`src/rtl/stepramp_pkg.sv`:
```
package stepramp_pkg;

   // Command codes on cmd_code
   typedef enum logic [1:0] {
      CMD_NONE = 2'd0,
      CMD_GO   = 2'd1,
      CMD_HALT = 2'd2,
      CMD_SLOW = 2'd3
   } cmd_e;

   typedef enum logic [1:0] {
      PH_IDLE,
      PH_UP,
      PH_DOWN,
      PH_HOLD
   } ramp_ph_e;

   // Register addresses
   localparam logic [2:0] RG_DIV  = 3'd0;
   localparam logic [2:0] RG_LO   = 3'd1;
   localparam logic [2:0] RG_HI   = 3'd2;
   localparam logic [2:0] RG_ACC  = 3'd3;
   localparam logic [2:0] RG_CNT  = 3'd4;
   localparam logic [2:0] RG_RDN  = 3'd5;
   localparam logic [2:0] RG_MODE = 3'd6;

endpackage

```
`src/rtl/stepramp_cfg.sv`:
```
module stepramp_cfg
   import stepramp_pkg::*;
#(
   parameter int DIV_W  = 16,
   parameter int RATE_W = 13,
   parameter int ACC_W  = 10,
   parameter int CNT_W  = 24
) (
   input  logic              clk,
   input  logic              rst_n,
   input  logic              we,
   input  logic [2:0]        addr,
   input  logic [CNT_W-1:0]  wdata,
   output logic [DIV_W-1:0]  div_q,
   output logic [RATE_W-1:0] lo_q,
   output logic [RATE_W-1:0] hi_q,
   output logic [ACC_W-1:0]  acc_q,
   output logic [CNT_W-1:0]  cnt_q,
   output logic [CNT_W-1:0]  rdn_q,
   output logic              scurve_q,
   output logic              preset_q
);

   generate
      if (CNT_W < DIV_W || CNT_W < RATE_W || CNT_W < ACC_W || CNT_W < 2) begin : g_bad_width
         initial $error("stepramp_cfg: CNT_W must cover every field");
      end
   endgenerate

   always_ff @(posedge clk or negedge rst_n) begin
      if (!rst_n) begin
         div_q    <= '0;
         lo_q     <= '0;
         hi_q     <= '0;
         acc_q    <= '0;
         cnt_q    <= '0;
         rdn_q    <= '0;
         scurve_q <= 1'b0;
         preset_q <= 1'b0;
      end else if (we) begin
         case (addr)
            RG_DIV:  div_q <= wdata[DIV_W-1:0];
            RG_LO:   lo_q  <= wdata[RATE_W-1:0];
            RG_HI:   hi_q  <= wdata[RATE_W-1:0];
            RG_ACC:  acc_q <= wdata[ACC_W-1:0];
            RG_CNT:  cnt_q <= wdata;
            RG_RDN:  rdn_q <= wdata;
            RG_MODE: begin
               scurve_q <= wdata[0];
               preset_q <= wdata[1];
            end
            default: ;
         endcase
      end
   end

endmodule

```
`src/rtl/stepramp_pulse.sv`:
```
module stepramp_pulse #(
   parameter int DIV_W  = 16,
   parameter int RATE_W = 13
) (
   input  logic              clk,
   input  logic              rst_n,
   input  logic              en,
   input  logic              clr,
   input  logic [DIV_W-1:0]  div,
   input  logic [RATE_W-1:0] rate,
   output logic              fire,
   output logic              step
);

   localparam logic [DIV_W-1:0] DIV_MIN = DIV_W'(2);

   generate
      if (DIV_W < 2 || RATE_W < 4) begin : g_bad_width
         initial $error("stepramp_pulse: widths too small");
      end
   endgenerate

   logic [DIV_W-1:0]  div_eff;
   logic [DIV_W-1:0]  pcnt;
   logic              tick;
   logic [RATE_W-1:0] phase;
   logic [RATE_W:0]   sum;

   always_comb begin
      div_eff = (div < DIV_MIN) ? DIV_MIN : div;
      tick    = (pcnt >= div_eff - DIV_W'(1));
      sum     = {1'b0, phase} + {1'b0, rate};
      fire    = en && tick && sum[RATE_W];
   end

   always_ff @(posedge clk or negedge rst_n) begin
      if (!rst_n) begin
         pcnt  <= '0;
         phase <= '0;
         step  <= 1'b0;
      end else begin
         step <= fire;
         if (clr) begin
            pcnt  <= '0;
            phase <= '0;
         end else begin
            pcnt <= tick ? '0 : pcnt + DIV_W'(1);
            if (en && tick) phase <= sum[RATE_W-1:0];
         end
      end
   end

   // pulses are single-cycle and never back to back
   p_step_gap_r2 : assert property (@(posedge clk) disable iff (!rst_n)
      step |=> !step);

endmodule

```
`src/rtl/stepramp_ramp.sv`:
```
module stepramp_ramp
   import stepramp_pkg::*;
#(
   parameter int RATE_W     = 13,
   parameter int ACC_W      = 10,
   parameter bit HAS_SCURVE = 1'b1
) (
   input  logic              clk,
   input  logic              rst_n,
   input  logic              go_up,
   input  logic              go_down,
   input  logic              halt,
   input  logic              scurve,
   input  logic [RATE_W-1:0] lo,
   input  logic [RATE_W-1:0] hi,
   input  logic [ACC_W-1:0]  acc_code,
   output logic [RATE_W-1:0] rate,
   output logic              settled
);

   localparam int SW = RATE_W + 1;

   generate
      if (RATE_W < 4 || ACC_W < 1) begin : g_bad_width
         initial $error("stepramp_ramp: widths too small");
      end
   endgenerate

   ramp_ph_e          ph;
   logic [RATE_W-1:0] rate_q, tgt, peak, rate_n;
   logic [SW-1:0]     span, lvl, frac, lvl_n, frac_n;
   logic              fall, fall_n, bump, tick;
   logic [ACC_W-1:0]  tcnt, acc_eff;

   always_comb begin
      peak    = (hi > lo) ? hi : lo;
      acc_eff = (acc_code == '0) ? ACC_W'(1) : acc_code;
      tick    = (tcnt >= acc_eff - ACC_W'(1));
   end

   // Per-tick rate bump: always one unit for a line; for the S-curve an
   // acceleration level climbs to the span and back, feeding a fraction
   // that releases one unit each time it passes the span.
   generate
      if (HAS_SCURVE) begin : g_scurve
         logic [SW:0]   acc_sum;
         logic [SW-1:0] nxt;
         always_comb begin
            nxt     = fall ? ((lvl == '0) ? '0 : lvl - SW'(1)) : lvl + SW'(1);
            acc_sum = {1'b0, frac} + {1'b0, nxt};
            if (scurve) begin
               bump   = (acc_sum >= {1'b0, span});
               frac_n = bump ? SW'(acc_sum - {1'b0, span}) : acc_sum[SW-1:0];
               lvl_n  = nxt;
               fall_n = fall || (nxt >= span);
            end else begin
               bump   = 1'b1;
               frac_n = frac;
               lvl_n  = lvl;
               fall_n = fall;
            end
         end
      end else begin : g_linear
         always_comb begin
            bump   = 1'b1;
            frac_n = frac;
            lvl_n  = lvl;
            fall_n = fall;
         end
      end
   endgenerate

   always_comb begin
      rate_n = (ph == PH_UP) ? rate_q + RATE_W'(bump) : rate_q - RATE_W'(bump);
   end

   always_ff @(posedge clk or negedge rst_n) begin
      if (!rst_n) begin
         ph     <= PH_IDLE;
         rate_q <= '0;
         tgt    <= '0;
         span   <= '0;
         lvl    <= '0;
         frac   <= '0;
         fall   <= 1'b0;
         tcnt   <= '0;
      end else if (go_up) begin
         rate_q <= lo;
         tgt    <= peak;
         span   <= {1'b0, peak - lo};
         lvl    <= '0;
         frac   <= '0;
         fall   <= 1'b0;
         tcnt   <= '0;
         ph     <= (peak == lo) ? PH_HOLD : PH_UP;
      end else if (halt) begin
         ph <= PH_IDLE;
      end else if (go_down) begin
         tgt  <= lo;
         lvl  <= '0;
         frac <= '0;
         fall <= 1'b0;
         tcnt <= '0;
         if (rate_q > lo) begin
            span <= {1'b0, rate_q - lo};
            ph   <= PH_DOWN;
         end else begin
            rate_q <= lo;
            ph     <= PH_HOLD;
         end
      end else if (ph == PH_UP || ph == PH_DOWN) begin
         if (tick) begin
            tcnt   <= '0;
            rate_q <= rate_n;
            lvl    <= lvl_n;
            frac   <= frac_n;
            fall   <= fall_n;
            if (rate_n == tgt) ph <= PH_HOLD;
         end else begin
            tcnt <= tcnt + ACC_W'(1);
         end
      end
   end

   assign rate    = rate_q;
   assign settled = (ph == PH_HOLD);

   // outside of a reload the rate never jumps by more than one unit
   p_rate_slew_r4 : assert property (@(posedge clk) disable iff (!rst_n)
      (!$past(go_up) && !$past(go_down)) |->
         (rate_q == $past(rate_q) || rate_q == $past(rate_q) + RATE_W'(1) ||
          rate_q == $past(rate_q) - RATE_W'(1)));

   // while climbing the rate never falls
   p_climb_monotone_r5 : assert property (@(posedge clk) disable iff (!rst_n)
      (ph == PH_UP && !go_up && !go_down && !halt) |=> (rate_q >= $past(rate_q)));

endmodule

```
`src/rtl/stepramp_gen.sv`:
```
module stepramp_gen
   import stepramp_pkg::*;
#(
   parameter int DIV_W      = 16,
   parameter int RATE_W     = 13,
   parameter int ACC_W      = 10,
   parameter int CNT_W      = 24,
   parameter bit HAS_SCURVE = 1'b1
) (
   input  logic             clk,
   input  logic             rst_n,
   input  logic             cfg_we,
   input  logic [2:0]       cfg_addr,
   input  logic [CNT_W-1:0] cfg_wdata,
   input  logic [1:0]       cmd_code,
   output logic             step_out,
   output logic             busy,
   output logic             rdn_level,
   output logic             halt_level
);

   generate
      if (CNT_W < 2) begin : g_bad_width
         initial $error("stepramp_gen: CNT_W too small");
      end
   endgenerate

   logic [DIV_W-1:0]  div_cfg;
   logic [RATE_W-1:0] lo_cfg, hi_cfg, rate;
   logic [ACC_W-1:0]  acc_cfg;
   logic [CNT_W-1:0]  cnt_cfg, rdn_cfg, rem_q;
   logic              scurve_cfg, preset_cfg;
   logic              fire, settled;
   logic              run_q, pre_q, slow_q, rdn_q, halt_q;
   logic              go_cmd, halt_cmd, slow_cmd, zero_load;
   logic              last_pulse, rd_hit, stop_now;
   cmd_e              cmd;

   stepramp_cfg #(
      .DIV_W(DIV_W), .RATE_W(RATE_W), .ACC_W(ACC_W), .CNT_W(CNT_W)
   ) u_cfg (
      .clk(clk), .rst_n(rst_n), .we(cfg_we), .addr(cfg_addr), .wdata(cfg_wdata),
      .div_q(div_cfg), .lo_q(lo_cfg), .hi_q(hi_cfg), .acc_q(acc_cfg),
      .cnt_q(cnt_cfg), .rdn_q(rdn_cfg), .scurve_q(scurve_cfg), .preset_q(preset_cfg)
   );

   always_comb begin
      cmd        = cmd_e'(cmd_code);
      go_cmd     = (cmd == CMD_GO);
      halt_cmd   = (cmd == CMD_HALT) && run_q;
      slow_cmd   = (cmd == CMD_SLOW) && run_q;
      zero_load  = preset_cfg && (cnt_cfg == '0);
      last_pulse = fire && pre_q && (rem_q == CNT_W'(1));
      rd_hit     = run_q && pre_q && !rdn_q && (rem_q <= rdn_cfg);
      stop_now   = run_q && !go_cmd && (last_pulse || halt_cmd || (slow_q && settled));
   end

   stepramp_ramp #(
      .RATE_W(RATE_W), .ACC_W(ACC_W), .HAS_SCURVE(HAS_SCURVE)
   ) u_ramp (
      .clk(clk), .rst_n(rst_n),
      .go_up(go_cmd && !zero_load),
      .go_down(!go_cmd && (slow_cmd || rd_hit)),
      .halt(stop_now),
      .scurve(scurve_cfg), .lo(lo_cfg), .hi(hi_cfg), .acc_code(acc_cfg),
      .rate(rate), .settled(settled)
   );

   stepramp_pulse #(
      .DIV_W(DIV_W), .RATE_W(RATE_W)
   ) u_pulse (
      .clk(clk), .rst_n(rst_n), .en(run_q), .clr(go_cmd),
      .div(div_cfg), .rate(rate), .fire(fire), .step(step_out)
   );

   always_ff @(posedge clk or negedge rst_n) begin
      if (!rst_n) begin
         run_q  <= 1'b0;
         pre_q  <= 1'b0;
         slow_q <= 1'b0;
         rdn_q  <= 1'b0;
         halt_q <= 1'b0;
         rem_q  <= '0;
      end else if (go_cmd) begin
         run_q  <= !zero_load;
         halt_q <= zero_load;
         rdn_q  <= 1'b0;
         slow_q <= 1'b0;
         pre_q  <= preset_cfg;
         rem_q  <= cnt_cfg;
      end else if (run_q) begin
         if (fire && pre_q) rem_q <= rem_q - CNT_W'(1);
         if (stop_now) begin
            run_q  <= 1'b0;
            halt_q <= 1'b1;
            slow_q <= 1'b0;
         end else begin
            if (slow_cmd) slow_q <= 1'b1;
            if (rd_hit)   rdn_q  <= 1'b1;
         end
      end
   end

   assign busy       = run_q;
   assign rdn_level  = rdn_q;
   assign halt_level = halt_q;

   // stop level and motion are exclusive
   p_halt_idle_r6 : assert property (@(posedge clk) disable iff (!rst_n)
      halt_q |-> !run_q);

   // a budgeted move never runs with nothing left to emit
   p_budget_live_r6 : assert property (@(posedge clk) disable iff (!rst_n)
      (run_q && pre_q) |-> (rem_q != '0));

   // ramp-down level only exists for budgeted moves
   p_rdn_budget_r7 : assert property (@(posedge clk) disable iff (!rst_n)
      rdn_q |-> pre_q);

   // every pulse was produced while the axis was moving
   p_step_moving_r8 : assert property (@(posedge clk) disable iff (!rst_n)
      step_out |-> $past(run_q));

endmodule

```
`config.mk`:
```
export PLATFORM = sky130hd
export DESIGN_NAME = stepramp_gen
export DESIGN_NICKNAME = d
export VERILOG_FILES = /design/src/rtl/stepramp_pkg.sv /design/src/rtl/stepramp_cfg.sv /design/src/rtl/stepramp_pulse.sv /design/src/rtl/stepramp_ramp.sv /design/src/rtl/stepramp_gen.sv
export SDC_FILE = /design/constraint.sdc
export NUM_CORES = 1
export LEC_CHECK = 0
export CAP_MARGIN = 20
export CORE_UTILIZATION = 50
export CTS_BUF_LIST = sky130_fd_sc_hd__clkbuf_16
export CTS_CLUSTER_DIAMETER = 30
export DETAILED_ROUTE_END_ITERATION = 10
export GPL_TIMING_DRIVEN = 0
export PLACE_DENSITY_LB_ADDON = 0.05
export SLEW_MARGIN = 20
export SYNTH_ARGS = -nofsm -noshare
export SYNTH_HDL_FRONTEND = slang
export SYNTH_SLANG_ARGS = --single-unit
```
`constraint.sdc`:
```
create_clock -name clk -period 20.4 [get_ports clk]
set_input_delay 5.1 -clock clk [delete_from_list [all_inputs] [get_ports clk]]
set_output_delay 5.1 -clock clk [all_outputs]
set_load 0.05 [all_outputs]
```
==> impl_metrics.yaml, run 1 <==
worst_setup_path:
  rr_startpoint: "u_ramp.lvl[5]"
  critical_path_class: "flop to flop"
  ff2ff_setup_slack_ns: 11.35
  critPathCaptureType: "flop"
  start_kind: "flop"
  r2r-end: "u_ramp.ph[1]"
  reg2reg_depth: 34
  crit_path_max_incr_delay_ns: 0.60
  cp_max_fo: 10
  crit_slowest_cell: "or4_1"
  cp.arrival_ns: 9.56
  cp.required_ns: 20.91
  critPathLaunch: "u_ramp.lvl[5]"
  endpoint: "u_ramp.ph[1]"
route:
  dr_total_vias: 13850
  routed_via_density: 5.68
  wirelength_mm: 45.2
  drt_iter0_markers: 752
  ant_nets: 0
  wl_per_cell_um: 18.5
  drc: 0
  firstDrtPassIters: 5
clock_network:
  h-tree-depth: 2
  post_cts_resized: 0
  ctsHoldBuffers: 0
  cts.path.max_buffers: 3
  cts_buffers: 61
  cts_root_buf: "clkbuf_16"
  clk_latency_ns: 0.62
  post_cts_buffers: 0
  path_clk_slew_ns: 0.04
  cts_tree: "done"
  cts.sinks: 241
pwr:
  power_frac_seq_pct: 25.2
  total_power_mw: 2.82
  p_sw_share_pct: 39.2
  p_switching_mw: 1.10
  vdd_ir_drop_max_mv: 0.0844
  power_density_nw_per_um2: 141
  power_frac_comb_pct: 42.4
  internal_power_mw: 1.71
  p_leak_nw: 9.05
  p_clk_share_pct: 32.4
timing:
  layout_setup_ws_ns: 11.35
  finalHoldViolations: 0
  setup-violations-final: 0
  tns_ns: 0
  fmax_ghz: 0.110
  slew_viol_final: 0
  tightestPinTransition_ns: 1.04
  rsz0062_at_grt: "false"
  finalClockSkew_ns: 0.0657
  slew_headroom_pct: 29.9
  period_share_pct: 44.4
  period_minus_slack_ns: 9.05
placed_design:
  dp_hpwl_mm: 34.1
  gp_congestion: 0.912
  placed_cell_area_um2: 17900
  place_inst: 2323
  io_buffers: 33
  place_ws_ns: 11.49
job:
  drv_cap: 0
floorplanning:
  initial_utilization_pct: 50.8
  dieWidth_um: 186
  die-area_um2: 34700
  ios: 36
  rows: 67
  core_um2: 33400
  die-height_um: 186
global_route:
  grt-ovfl-total: 0
  grt_start_max_net_pins: 89
  grt.met2_usage_pct: 42.7
  busiest_layer: "met2"
  grt_pass1_vias: 13683
  grt_pass1_wl_mm: 73.4
  antenna_found_initial: 0
  grt_use_met3_pct: 5.30
  grt_use_total_pct: 26.5
  use_met1_pct: 35.7
finish:
  areaGrowthSynthToFinish_pct: 17.3
  final_nets: 2132
  final_cell_mix: "241 x dfrtp_1, 184 x nand2_1, 157 x ha_1"
  design_area_um2: 19900
  final_common_cell: "dfrtp_1"
  antenna_cells: 0
  drive_above_1_share_pct: 12.6
  finalNonFillerCells: 2438
logic_synthesis:
  synth_fp_nets: 2034
  syn_inst: 1840
  synth_area_um2: 17000
  yosysWarningCount: 0
  ys_seq_area_share_pct: 35.5
  synth-edff-count: 0
  synthArstFlopShare_pct: 100
  ys_seq_elements: 241
  synth_flop_cell: "dfrtp_1"
  syn_avg_cell_area_um2: 9.23
  synth.distinct_cells: 82
worst_hold_path:
  min_path_type: "flop to flop"
  whs_path_depth: 2
run_status:
  status: "finished, final reports clean"
[cell usage after synthesis (25+ instances only)]
| master | instances | area, um^2 |
|---|---|---|
| o21ai_0 | 130 | 651 |
| nand2_1 | 184 | 691 |
| xnor2_1 | 104 | 911 |
| mux2_2 | 105 | 1180 |
| ha_1 | 157 | 1960 |
| nand3_1 | 44 | 220 |
| a21o_1 | 35 | 263 |
| xor2_1 | 51 | 447 |
| nor3_1 | 36 | 180 |
| dfrtp_1 | 241 | 6030 |
| a21oi_1 | 75 | 375 |
| nor4_1 | 25 | 156 |
| clkbuf_1 | 52 | 195 |
| inv_1 | 90 | 338 |
| mux2i_1 | 45 | 450 |
| nor2_1 | 153 | 574 |
[flip-flops by register name, summed over array words and instances, names as in the netlist, 2 cells and up]
register	count
u_cfg.lo_q	13
u_pulse.phase	13
u_ramp.tcnt	10
u_ramp.lvl	14
u_pulse.pcnt	16
u_ramp.span	13
u_cfg.rdn_q	24
u_cfg.hi_q	13
u_cfg.cnt_q	24
rem_q	24
u_ramp.ph	2
u_ramp.frac	14
u_cfg.div_q	16
u_ramp.rate	13
u_cfg.acc_q	10
u_ramp.tgt	13
[routing by layer]
layer  routed length (um)  part of all wire, %  vias up
met5                    0                    0        -
met4                 1150                  2.5        0
met3                 2350                  5.2       78
met2                20900                   46      314
met1                20800                   46     6678
li1                     -                    -     6780
[power groups by stage]
| stage | logic, mW | registers [mW] | clock network, mW |
|---|---|---|---|
| final | 1.19 | 0.710 | 0.914 |
| after global routing | 1.33 | 0.725 | 0.960 |
| after CTS | 1.19 | 0.709 | 0.932 |
| after detailed placement | 1.18 | 0.716 | 0 |
| after global placement | 1.16 | 0.713 | 0 |
| after floorplan | 0.911 | 0.672 | 0 |
[final cells by class]
cell class                      instances  area [um^2]
Buffer                                 67          295
Timing Repair Buffer                   35          390
Clock buffer                           62         1550
Clock inverter                         53          444
Sequential cell                       241         6030
Multi-Input combinational cell       1439        10300
Inverter                               93          352
Fill cell                            2940        13500
Tap cell                              448          561
[stage by stage]
stage | utilization, % | hold slack (ns)
2_1_floorplan | - | 0.446
3_3_place_gp | 53.5 | 0.469
3_5_place_dp | 53.6 | 0.472
4_1_cts | 59.6 | 0.481
5_1_grt | 59.6 | 0.494
6_report | 59.6 | 0.483
[worst min-delay path by stage]
stage	startpoint	to	slack (ns)
final	u_ramp.frac[3]	u_ramp.frac[3]	0.48
after global routing	u_ramp.span[11]	u_ramp.span[11]	0.49
after CTS	u_ramp.frac[3]	u_ramp.frac[3]	0.48
after detailed placement	pre_q	pre_q	0.47
after global placement	pre_q	pre_q	0.47
after floorplan	pre_q	pre_q	0.45
[critical path, delay by kind of cell, from the launching register on]
kind / cells / cell delay [ns]
AOI/OAI and AO/OA: 12 / 3.28
adders and majority gates: 3 / 1.10
buffers and inverters: 4 / 0.65
and+or+nand+nor: 11 / 2.86
xor gates and xnor gates: 3 / 0.47
muxes: 1 / 0.22
DFF: 1 / 0.37
[cell families after synthesis]
logic type | Yosys count | synth area share [%]
AND/OR/NAND/NOR | 573 | 16.0
AO/OA/AOI/OAI | 396 | 14.7
flip-flops | 241 | 35.5
adder cells (fa/ha/maj) | 162 | 12.2
buffers and inverters | 160 | 3.81
XOR/XNOR | 155 | 7.99
multiplexers | 153 | 9.85
Note: power is estimated with default switching activity, not from simulation.
==> run 2: changes to the inputs <==
clock period = 7.4 ns   (was 20.4 ns; I/O delays follow)
==> impl_metrics.yaml, run 2 (synthesis results as in run 1) <==
timing:
  slew_viol_final: 0
  fmax_ghz: 0.140
  tns_ns: 0
  holdWs_ns: 0.484
  finalHoldViolations: 0
  period_minus_slack_ns: 7.14
  period_share_pct: 96.4
  slew_headroom_pct: 29.8
  setup-violations-final: 0
  finalClockSkew_ns: 0.0668
  tightestPinTransition_ns: 1.04
floorplanning:
  die-height_um: 186
  ios: 36
  initial_utilization_pct: 50.8
  core_um2: 33400
  die-area_um2: 34700
  rows: 67
  dieWidth_um: 186
global_route:
  busiest_layer: "met2"
  grt-ovfl-total: 0
  grt_start_max_net_pins: 89
  grt_use_total_pct: 26.6
  use_met1_pct: 35.8
  grt_use_met3_pct: 5.27
  antenna_found_initial: 0
  grt.met2_usage_pct: 42.9
  grt_pass1_vias: 13694
  grt_pass1_wl_mm: 73.7
finish:
  drive_above_1_share_pct: 15.5
  top_regs: "rem_q x24, u_cfg.cnt_q x24, u_cfg.rdn_q x24"
  areaGrowthSynthToFinish_pct: 19.6
  final_cell_mix: "237 x dfrtp_1, 184 x nand2_1, 152 x ha_1"
  final_nets: 2151
  final_common_cell: "dfrtp_1"
  design_area_um2: 20300
  antenna_cells: 0
clock_network:
  path_clk_slew_ns: 0.04
  cts.path.max_buffers: 3
  cts_buffers: 61
  cts_root_buf: "clkbuf_16"
  cts_tree: "done"
  h-tree-depth: 2
  clk_latency_ns: 0.62
  cts.sinks: 241
placed_design:
  dp_hpwl_mm: 34.1
  gp_congestion: 0.912
  placed_cell_area_um2: 17900
  io_buffers: 33
worst_setup_path:
  critPathBufInv: 3
  cp.required_ns: 7.91
  ff2ff_setup_slack_ns: 0.26
  critPathCaptureType: "flop"
  cp.arrival_ns: 7.65
  rr_startpoint: "u_ramp.lvl[5]"
  cp_max_fo: 7
  critical_path_class: "flop to flop"
  r2r-end: "u_ramp.ph[1]"
  critPathLaunch: "u_ramp.lvl[5]"
  crit_path_max_incr_delay_ns: 0.55
  crit_slowest_cell: "or4_4"
  reg2reg_depth: 34
  cp_top_family: "compound AO/OA/AOI/OAI gates"
  start_kind: "flop"
run_status:
  status: "finished, final reports clean"
route:
  firstDrtPassIters: 5
  wirelength_mm: 45.7
  dr_total_vias: 13950
  drc: 0
  ant_nets: 0
  routed_via_density: 5.68
  drt_iter0_markers: 748
  wl_per_cell_um: 18.6
worst_hold_path:
  min_path_type: "flop to flop"
  whs_path_depth: 2
  whs_endpoint: "u_ramp.frac[9]"
  hold_path_startpoint: "u_ramp.frac[9]"
pwr:
  vdd_ir_drop_max_mv: 0.235
  p_leak_nw: 9.19
  power_density_nw_per_um2: 391
job:
  drv_cap: 0
run 2: routing by layer:
metal	up-vias	wire length, um	share of wire [%]
met5	-	0	0
li1	6805	-	-
met3	75	2180	4.8
met2	290	21200	46
met1	6780	21100	46
met4	0	1140	2.5
run 2: area by class of cell:
cell class                 count  area [um^2]
fill                        2906        13100
multi-input combinational   1439        10500
sequential                   241         6040
clock buffer                  62         1550
timing repair buffer          60          591
tap                          448          561
clock inverter                53          444
inverter                      93          354
buffer                        61          279
run 2: how the worst max path moves through the flow:
stage / to / slack, ns / cells past startpoint
after CTS: u_ramp.ph[1] / 0.02 / 37
after floorplan: u_ramp.ph[1] / 0.09 / 35
final: u_ramp.ph[1] / 0.26 / 34
after detailed placement: u_ramp.ph[1] / -1.51 / 35
after global routing: u_ramp.ph[1] / -0.08 / 36
after global placement: u_cfg.rdn_q[17] / -6.24 / 1
run 2: metrics by stage:
stage | setup slack, ns | utilization, % | power, mW | instances
2_1_floorplan | 0.0904 | - | 4.36 | 1840
3_3_place_gp | -6.24 | 53.5 | 5.15 | 2321
3_5_place_dp | -1.51 | 53.6 | 5.23 | 2323
4_1_cts | 0.0185 | 60.1 | 7.91 | 2445
5_1_grt | -0.0824 | 60.8 | 8.49 | 2457
6_report | 0.265 | 60.8 | 7.95 | 2457
run 2: power by group:
part	leakage, nW	internal [mW]	switching (mW)
logic	5.18	1.55	1.90
clock network	0.989	1.66	0.866
registers	3.02	1.62	0.347
run 2: worst reg2reg max path: cells and delay by family (launching register included):
kind | cells | cell delay (ns)
XOR/XNOR | 3 | 0.41
buffers and inverters | 3 | 0.28
flip-flops | 1 | 0.43
adder cells (fa/ha/maj) | 4 | 1.13
AND/OR/NAND/NOR | 9 | 1.87
AO/OA/AOI/OAI | 15 | 2.92
run 2: repair_timing:
action | in CTS | in global routing
gates resized for setup | 28 | 23
pin swaps | 11 | 17
setup endpoints to repair | 13 | 7
hold buffers | 0 | 0
buffers inserted | 10 | 15
==> run 3: changes to the inputs <==
ABC_CLOCK_PERIOD_IN_PS = 7400   (was default)
TNS_END_PERCENT = 5   (was default)
==> results of run 3 <==
The final DEF is identical to that of run 2; final timing and power are the same.
